$ cat src/rtl/mbist_pkg.sv
package mbist_pkg;

  // Sequencer micro-states
  typedef enum logic [2:0] {
    ST_IDLE,
    ST_FILL,    // write background to j
    ST_SCAN,    // read j
    ST_MARK,    // write complement to base
    ST_PEER,    // galloping: read other cell j
    ST_BASE,    // galloping: re-read base
    ST_UNMARK,  // restore background at base
    ST_FINISH
  } seq_state_e;

  // Pattern suite, in run order
  typedef enum logic [2:0] {
    PAT_SOLID0,
    PAT_SOLID1,
    PAT_WALK1,
    PAT_WALK0,
    PAT_GAL1,
    PAT_GAL0
  } pat_e;

  // Background bit of a pattern: odd entries use all ones
  function automatic logic pat_background(pat_e p);
    return p[0];
  endfunction

  function automatic logic pat_is_solid(pat_e p);
    return (p == PAT_SOLID0) || (p == PAT_SOLID1);
  endfunction

  function automatic logic pat_is_walk(pat_e p);
    return (p == PAT_WALK1) || (p == PAT_WALK0);
  endfunction

endpackage

$ cat src/rtl/mbist_seq.sv
module mbist_seq #(
  parameter int DEPTH = 16,
  parameter int AW    = 4
) (
  input  logic          clk,
  input  logic          rst_n,
  input  logic          start,
  output logic          start_acc,
  output logic          busy,
  output logic          finish,
  output logic          op_en,
  output logic          op_we,
  output logic [AW-1:0] op_addr,
  output logic          op_val
);
  import mbist_pkg::*;

  localparam logic [AW-1:0] LAST = AW'(DEPTH - 1);

  seq_state_e    st_q, st_d;
  pat_e          pat_q, pat_d;
  logic [AW-1:0] base_q, base_d;
  logic [AW-1:0] idx_q, idx_d;

  // First peer address visited for a galloping base
  function automatic logic [AW-1:0] first_peer(logic [AW-1:0] b);
    return (b == '0) ? AW'(1) : '0;
  endfunction

  // Final peer address visited for a galloping base
  function automatic logic [AW-1:0] last_peer(logic [AW-1:0] b);
    return (b == LAST) ? (LAST - AW'(1)) : LAST;
  endfunction

  // Next peer, skipping the base itself
  function automatic logic [AW-1:0] step_peer(logic [AW-1:0] j, logic [AW-1:0] b);
    return ((j + AW'(1)) == b) ? (j + AW'(2)) : (j + AW'(1));
  endfunction

  always_comb begin
    st_d   = st_q;
    pat_d  = pat_q;
    base_d = base_q;
    idx_d  = idx_q;
    unique case (st_q)
      ST_IDLE: begin
        if (start) begin
          st_d   = ST_FILL;
          pat_d  = PAT_SOLID0;
          base_d = '0;
          idx_d  = '0;
        end
      end
      ST_FILL: begin
        if (idx_q == LAST) begin
          idx_d  = '0;
          base_d = '0;
          st_d   = pat_is_solid(pat_q) ? ST_SCAN : ST_MARK;
        end else begin
          idx_d = idx_q + AW'(1);
        end
      end
      ST_SCAN: begin
        if (idx_q == LAST) begin
          idx_d = '0;
          if (pat_is_solid(pat_q)) begin
            st_d = ST_FILL;
            pat_d = pat_e'(pat_q + 3'd1);
          end else begin
            st_d = ST_UNMARK;
          end
        end else begin
          idx_d = idx_q + AW'(1);
        end
      end
      ST_MARK: begin
        if (pat_is_walk(pat_q)) begin
          st_d  = ST_SCAN;
          idx_d = '0;
        end else begin
          st_d  = ST_PEER;
          idx_d = first_peer(base_q);
        end
      end
      ST_PEER: st_d = ST_BASE;
      ST_BASE: begin
        if (idx_q == last_peer(base_q)) begin
          st_d = ST_UNMARK;
        end else begin
          st_d  = ST_PEER;
          idx_d = step_peer(idx_q, base_q);
        end
      end
      ST_UNMARK: begin
        if (base_q == LAST) begin
          base_d = '0;
          idx_d  = '0;
          if (pat_q == PAT_GAL0) begin
            st_d = ST_FINISH;
          end else begin
            st_d  = ST_FILL;
            pat_d = pat_e'(pat_q + 3'd1);
          end
        end else begin
          base_d = base_q + AW'(1);
          st_d   = ST_MARK;
        end
      end
      ST_FINISH: st_d = ST_IDLE;
      default:   st_d = ST_IDLE;
    endcase
  end

  always_ff @(posedge clk or negedge rst_n) begin
    if (!rst_n) begin
      st_q   <= ST_IDLE;
      pat_q  <= PAT_SOLID0;
      base_q <= '0;
      idx_q  <= '0;
    end else begin
      st_q   <= st_d;
      pat_q  <= pat_d;
      base_q <= base_d;
      idx_q  <= idx_d;
    end
  end

  logic on_base;
  assign on_base   = (st_q == ST_MARK) || (st_q == ST_BASE) || (st_q == ST_UNMARK);
  assign op_we     = (st_q == ST_FILL) || (st_q == ST_MARK) || (st_q == ST_UNMARK);
  assign op_en     = op_we || (st_q == ST_SCAN) || (st_q == ST_PEER) || (st_q == ST_BASE);
  assign op_addr   = on_base ? base_q : idx_q;
  assign op_val    = pat_background(pat_q) ^ (st_q == ST_MARK);
  assign busy      = (st_q != ST_IDLE);
  assign start_acc = (st_q == ST_IDLE) && start;
  assign finish    = (st_q == ST_FINISH);

endmodule

$ cat src/rtl/mbist_misr.sv
module mbist_misr #(
  parameter int          DW   = 8,
  parameter logic [DW-1:0] POLY = DW'(29)
) (
  input  logic          clk,
  input  logic          rst_n,
  input  logic          clear,
  input  logic          fold,
  input  logic [DW-1:0] din,
  output logic [DW-1:0] sig
);

  // One compression step: shift, reduce by POLY on carry-out, mix data
  function automatic logic [DW-1:0] misr_step(logic [DW-1:0] s, logic [DW-1:0] d);
    logic [DW-1:0] sh;
    sh = {s[DW-2:0], 1'b0};
    if (s[DW-1]) sh = sh ^ POLY;
    return sh ^ d;
  endfunction

  always_ff @(posedge clk or negedge rst_n) begin
    if (!rst_n)     sig <= '0;
    else if (clear) sig <= '0;
    else if (fold)  sig <= misr_step(sig, din);
  end

endmodule

$ cat src/rtl/mbist_ctrl.sv
module mbist_ctrl #(
  parameter int            DEPTH  = 16,
  parameter int            DW     = 8,
  parameter logic [DW-1:0] POLY   = DW'(29),
  parameter logic [DW-1:0] GOLDEN = '0,
  localparam int           AW     = $clog2(DEPTH)
) (
  input  logic          clk,
  input  logic          rst_n,
  input  logic          start,
  output logic          ram_en,
  output logic          ram_we,
  output logic [AW-1:0] ram_addr,
  output logic [DW-1:0] ram_wdata,
  input  logic [DW-1:0] ram_rdata,
  output logic          done,
  output logic [DW-1:0] signature,
  output logic          pass
);

  logic start_acc, busy, finish, op_val;
  logic rd_pend_q, verdict_q;

  mbist_seq #(.DEPTH(DEPTH), .AW(AW)) u_seq (
    .clk       (clk),
    .rst_n     (rst_n),
    .start     (start),
    .start_acc (start_acc),
    .busy      (busy),
    .finish    (finish),
    .op_en     (ram_en),
    .op_we     (ram_we),
    .op_addr   (ram_addr),
    .op_val    (op_val)
  );

  assign ram_wdata = {DW{op_val}};

  // Read issued this cycle -> data arrives next cycle
  always_ff @(posedge clk or negedge rst_n) begin
    if (!rst_n) rd_pend_q <= 1'b0;
    else        rd_pend_q <= ram_en && !ram_we;
  end

  mbist_misr #(.DW(DW), .POLY(POLY)) u_misr (
    .clk   (clk),
    .rst_n (rst_n),
    .clear (start_acc),
    .fold  (rd_pend_q),
    .din   (ram_rdata),
    .sig   (signature)
  );

  always_ff @(posedge clk or negedge rst_n) begin
    if (!rst_n)         verdict_q <= 1'b0;
    else if (start_acc) verdict_q <= 1'b0;
    else if (finish)    verdict_q <= 1'b1;
  end

  assign done = finish;
  assign pass = (finish || verdict_q) && (signature == GOLDEN);

endmodule

$ cat config.mk
export PLATFORM = sky130hd
export DESIGN_NAME = mbist_ctrl
export DESIGN_NICKNAME = d
export VERILOG_FILES = /design/src/rtl/mbist_pkg.sv /design/src/rtl/mbist_seq.sv /design/src/rtl/mbist_misr.sv /design/src/rtl/mbist_ctrl.sv
export SDC_FILE = /design/constraint.sdc
export NUM_CORES = 1
export LEC_CHECK = 0
export ABC_AREA = 0
export BUFFER_PORTS_ARGS = -buffer_cell sky130_fd_sc_hd__buf_2
export CAP_MARGIN = 20
export CORE_ASPECT_RATIO = 0.6
export CORE_MARGIN = 10
export CORE_UTILIZATION = 55
export DETAILED_ROUTE_END_ITERATION = 8
export PLACE_DENSITY_LB_ADDON = 0.3
export SLEW_MARGIN = 20
export SYNTH_ARGS = -nofsm -noshare
export SYNTH_HDL_FRONTEND = slang
export SYNTH_HIERARCHICAL = 1
export SYNTH_SLANG_ARGS = --single-unit
$ cat constraint.sdc
create_clock -name clk -period 3.3 [get_ports clk]
set_input_delay 0.33 -clock clk [delete_from_list [all_inputs] [get_ports clk]]
set_output_delay 0.33 -clock clk [all_outputs]
set_load 0.05 [all_outputs]
== Word level (Yosys, flattened, before mapping) ==
Cells that the tools add are included.
Cells by class
  equal/unequal tests: 22
  shift operators: 0
  order comparisons: 0
  add/subtract/negate cells: 4
  bitwise gates (word level): 3
  reduce and logical (&&, ||, !) cells: 28
  multiplexer cells: 36
  $mul: 0
  div/mod/pow operators: 0
Operator list (number)
  3-bit two-way mux: 12
  4-bit two-way mux: 9
  8-bit two-way mux: 4
  3-bit one-hot mux with 8 select lines: 1
  4-bit one-hot mux with 5 select lines: 1
  3-bit == test, second input constant: 5
  3-bit by 2-bit == test with 1-bit output, second input constant: 4
  4-bit one-hot mux with 3 select lines: 1
  1-bit logical OR: 10
  3-bit one-hot mux with 3 select lines: 1
  4-bit by 1-bit adder with 4-bit output, second input constant: 2
  4-bit == test: 2
  4-bit == test, second input constant: 2
  8-bit zero test: 1
  2-bit by 1-bit inequality test with 1-bit output, second input constant: 4
  8-bit bitwise XOR: 1
  3-bit by 1-bit == test with 1-bit output, second input constant: 2
  3-bit zero test: 2
  2-bit inequality test, second input constant: 3
  3-bit AND reduction: 2
  6-bit AND reduction: 1
  3-bit nonzero test: 2
  1-bit two-way mux: 5
  5-bit two-way mux: 1
  12 further kinds: 15
Word-level totals
  bits in latches: 0
  register bits: 24
  memories kept: 0
  logic and storage cells: 100
  RAM bits: 0
  input port bits: 11
  bits in read-only memories: 0

== Longest topological paths before layout ==
  word-level depth: 7
  gate-level depth with buffers: 9
  gate-level depth less buffers: 7

== Modules after synthesis ==
Netlist, hierarchy kept.
Modules (own cells, without submodules)
  mbist_seq: cells an instance 168, seq. area each 350.3 µm², times used 1, area an instance 1407.6 µm²
  mbist_misr: cells an instance 38, seq. area each 200.2 µm², times used 1, area an instance 420.4 µm²
  mbist_ctrl: cells an instance 16, seq. area each 50.0 µm², times used 1, area an instance 148.9 µm²

== Worst setup path after synthesis ==
No wires, ideal clock.
  path kind: flip-flop to output port
  start point: reg u_seq.st_q[2]
  end point: out ram_addr[0]
  arrival time: 1973 ps
  required time: 2970 ps
  setup slack: 997 ps
  buffers on the path: 3
  stages on the path, launching flop included: 7
  cells stage by stage: dfrtp_1 > buf_2 > buf_2 > clkbuf_1 > nand3b_1 > o22ai_1 > a21oi_1
On the way
  cells in the longest elaborated chain, start to end: 4
  elaborated cells on any way between the ends: 6
RTL lines
  from (decl): RTL line mbist_seq.sv:20  | seq_state_e st_q, st_d;
  from (signal assigned): RTL line mbist_seq.sv:121  | st_q <= st_d;
  3-bit by 2-bit == test with 1-bit output or 3-bit == test (tied branches): RTL line mbist_seq.sv:129  | assign on_base = (st_q == ST_MARK) || (st_q == ST_BASE) || (st_q == ST_UNMARK);
  1-bit logical OR: RTL line mbist_seq.sv:129
  1-bit logical OR (*): RTL line mbist_seq.sv:129
  4-bit two-way mux (*): RTL line mbist_seq.sv:132  | assign op_addr = on_base ? base_q : idx_q;
  to (decl): RTL line mbist_ctrl.sv:13  | output logic [AW-1:0] ram_addr,
Every way passes the cells marked *; elsewhere a longest branch is shown, timed or not.

== Worst setup path in the final report ==
  start point: reg u_seq.st_q[0]
  end point: out ram_wdata[1]
On the way
  cells in the longest elaborated chain, start to end: 2
RTL lines
  3-bit by 2-bit == test with 1-bit output: RTL line mbist_seq.sv:133  | assign op_val = pat_background(pat_q) ^ (st_q == ST_MARK);
  1-bit bitwise XOR: RTL line mbist_seq.sv:133
  to (decl): RTL line mbist_ctrl.sv:14  | output logic [DW-1:0] ram_wdata,
Every way passes these cells.

==> run summary <==
• clock root cell: sky130_fd_sc_hd__clkbuf_8
• Initial Util: 59.0%
• total global-route track usage: 14.3%
• pin slew with the least headroom to its limit: 0.772 ns
• CTS clock-pin slew for the worst setup and hold paths: 0.08 ns
• DRC violations left: 0
• final clock period utilization by the worst path: 79.4%
• max-slew violation count: 0
• worst-case headroom to the max-slew limit: 48.6%
• data arrival time of the critical path: 2.29 ns
• fillers: 283
• pin count of the biggest net entering global routing: 29
• core occupancy in the finished layout: 63.0%
• number of endpoints with negative hold slack in the final report: 0
• TritonCTS clock tree: done
• area of the mapped netlist: 0.00197 sq mm
• H-tree depth reported by CTS: 1
• achievable frequency: 382 MHz
• Worst Path Max Fanout: 28
• drt initial violations: 124
• number of nets in the layout: 258
• number of global-route vias before repair: 1,582
• worst hold margin: 0.0430 ns
• post-CTS setup buffers: 0
• Synth Net Count: 241
• status: complete, no violations
• first-pass GRT wire length: 7.76 mm
• Syn Inst Count: 221
• share of cells above drive strength 1: 19.1%
• Post-Place Setup Slack: 0.962 ns
• reported max-cap violation count: 0
• nature of the critical path endpoint: output pin
• total wire length: 4.77 mm
• Port Buffer Count: 34
• leading cell types in the layout, fill and taps excluded: sky130_fd_sc_hd__buf_2, sky130_fd_sc_hd__dfrtp_1, sky130_fd_sc_hd__nor2_1, sky130_fd_sc_hd__nand2_1, sky130_fd_sc_hd__ha_1
• unrepaired setup endpoints after global routing: no
• # hold bufs at CTS: 0
• total CTS buffers: 3
• Remaining Overflow, GRT: 0
• min Tclk post-route: 2.62 ns
• class of the tightest hold or removal check: input pin to async pin
• leading cell type in the layout, fill and taps excluded: sky130_fd_sc_hd__buf_2
• total number of vias: 1,704
• Top Ports: 35
• standard cell core area: 0.00334 sq mm
• Clock Tree Buf Depth: 2
• number of antenna violations at the first check in global routing: 0
• least setup slack across all paths after layout: 0.681 ns
• setup skew after layout: 0.00331 ns
• count of warnings emitted by yosys: 6
• number of rows created at floorplan: 16
• endpoint required time on the critical path: 2.97 ns
• nature of the critical path startpoint: flip-flop
• placed wire-length estimate after detailed placement: 3.71 mm
• start-to-end type of the worst setup path: flip-flop to output pin
• clock latency at the later pin of the worst-skew pair: 0.26 ns
• post-cts sizing count: 0
• drt via density: 6.06
• Setup TNS Final: 0 ns
• width of the die: 97.3 microns
• antenna cells: 0
• endpoints failing setup: 0
• length of the first detailed-routing pass in iterations: 5
• synthesized area divided by synthesized cell count: 8.93 sq um
• post-detailed-route wirelength per cell: 17.0 microns
• clock sinks: 24
• count of antenna-violating nets left after detailed routing: 0
• die area: 0.00646 sq mm
• layout overhead on the synthesized area: 6.72%
• die span in y: 66.4 microns
• gpl congestion: 0.887
[critical path, cell delays in order (launching register included)]
cell                       delay, ns
sky130_fd_sc_hd__dfrtp_1        0.85
sky130_fd_sc_hd__nand3b_1       0.33
sky130_fd_sc_hd__xnor2_1        0.49
sky130_fd_sc_hd__buf_2          0.36
[layer usage]
metal,track usage [%],vias to the layer above,share of wire (%)
li1,-,818,-
met1,19.6,807,46
met2,20.6,73,43
met3,5.53,6,10
met4,2.71,0,0.80
met5,0,-,0
[state kept, by name, summed over array words and instances (netlist names)]
signal,count
rd_pend_q,1
u_misr/sig,8
u_seq/base_q,4
u_seq/idx_q,4
u_seq/pat_q,3
u_seq/st_q,3
verdict_q,1
[cell type report]
class	count	area [sq um]	share of cell area [%]
clock buffer	3	41.3	1.96
inverter	7	26.3	1.25
multi-input combinational	168	1210	57.5
sequential	24	601	28.5
tap	45	56.3	2.67
timing repair buffer	34	170	8.08
[metrics by stage]
step	cells	cell area (sq um)
detailed placement	278	2060
floorplan	221	1970
finish	281	2110
global route	281	2110
CTS	281	2110
global placement	278	2060
[final timing paths]
| kind | startpoint | endpoint | slack [ns] | depth (start not counted) |
|---|---|---|---|---|
| max in group asynchronous | rst_n | u_seq/base_q[0] | 2.88 | 1 |
| hold reg to reg | verdict_q | verdict_q | 0.51 | 2 |
| min in group clk | ram_rdata[0] | u_misr/sig[0] | 0.35 | 3 |
| setup reg to reg | u_seq/st_q[1] | u_seq/idx_q[0] | 1.00 | 5 |
| hold / removal | rst_n | u_seq/idx_q[2] | 0.04 | 1 |
| setup / recovery | u_seq/st_q[0] | ram_wdata[1] | 0.68 | 3 |
Power is left out: the tool's default activity adds up to more than one toggle a clock period on the data nets, which glitch-free logic cannot reach.
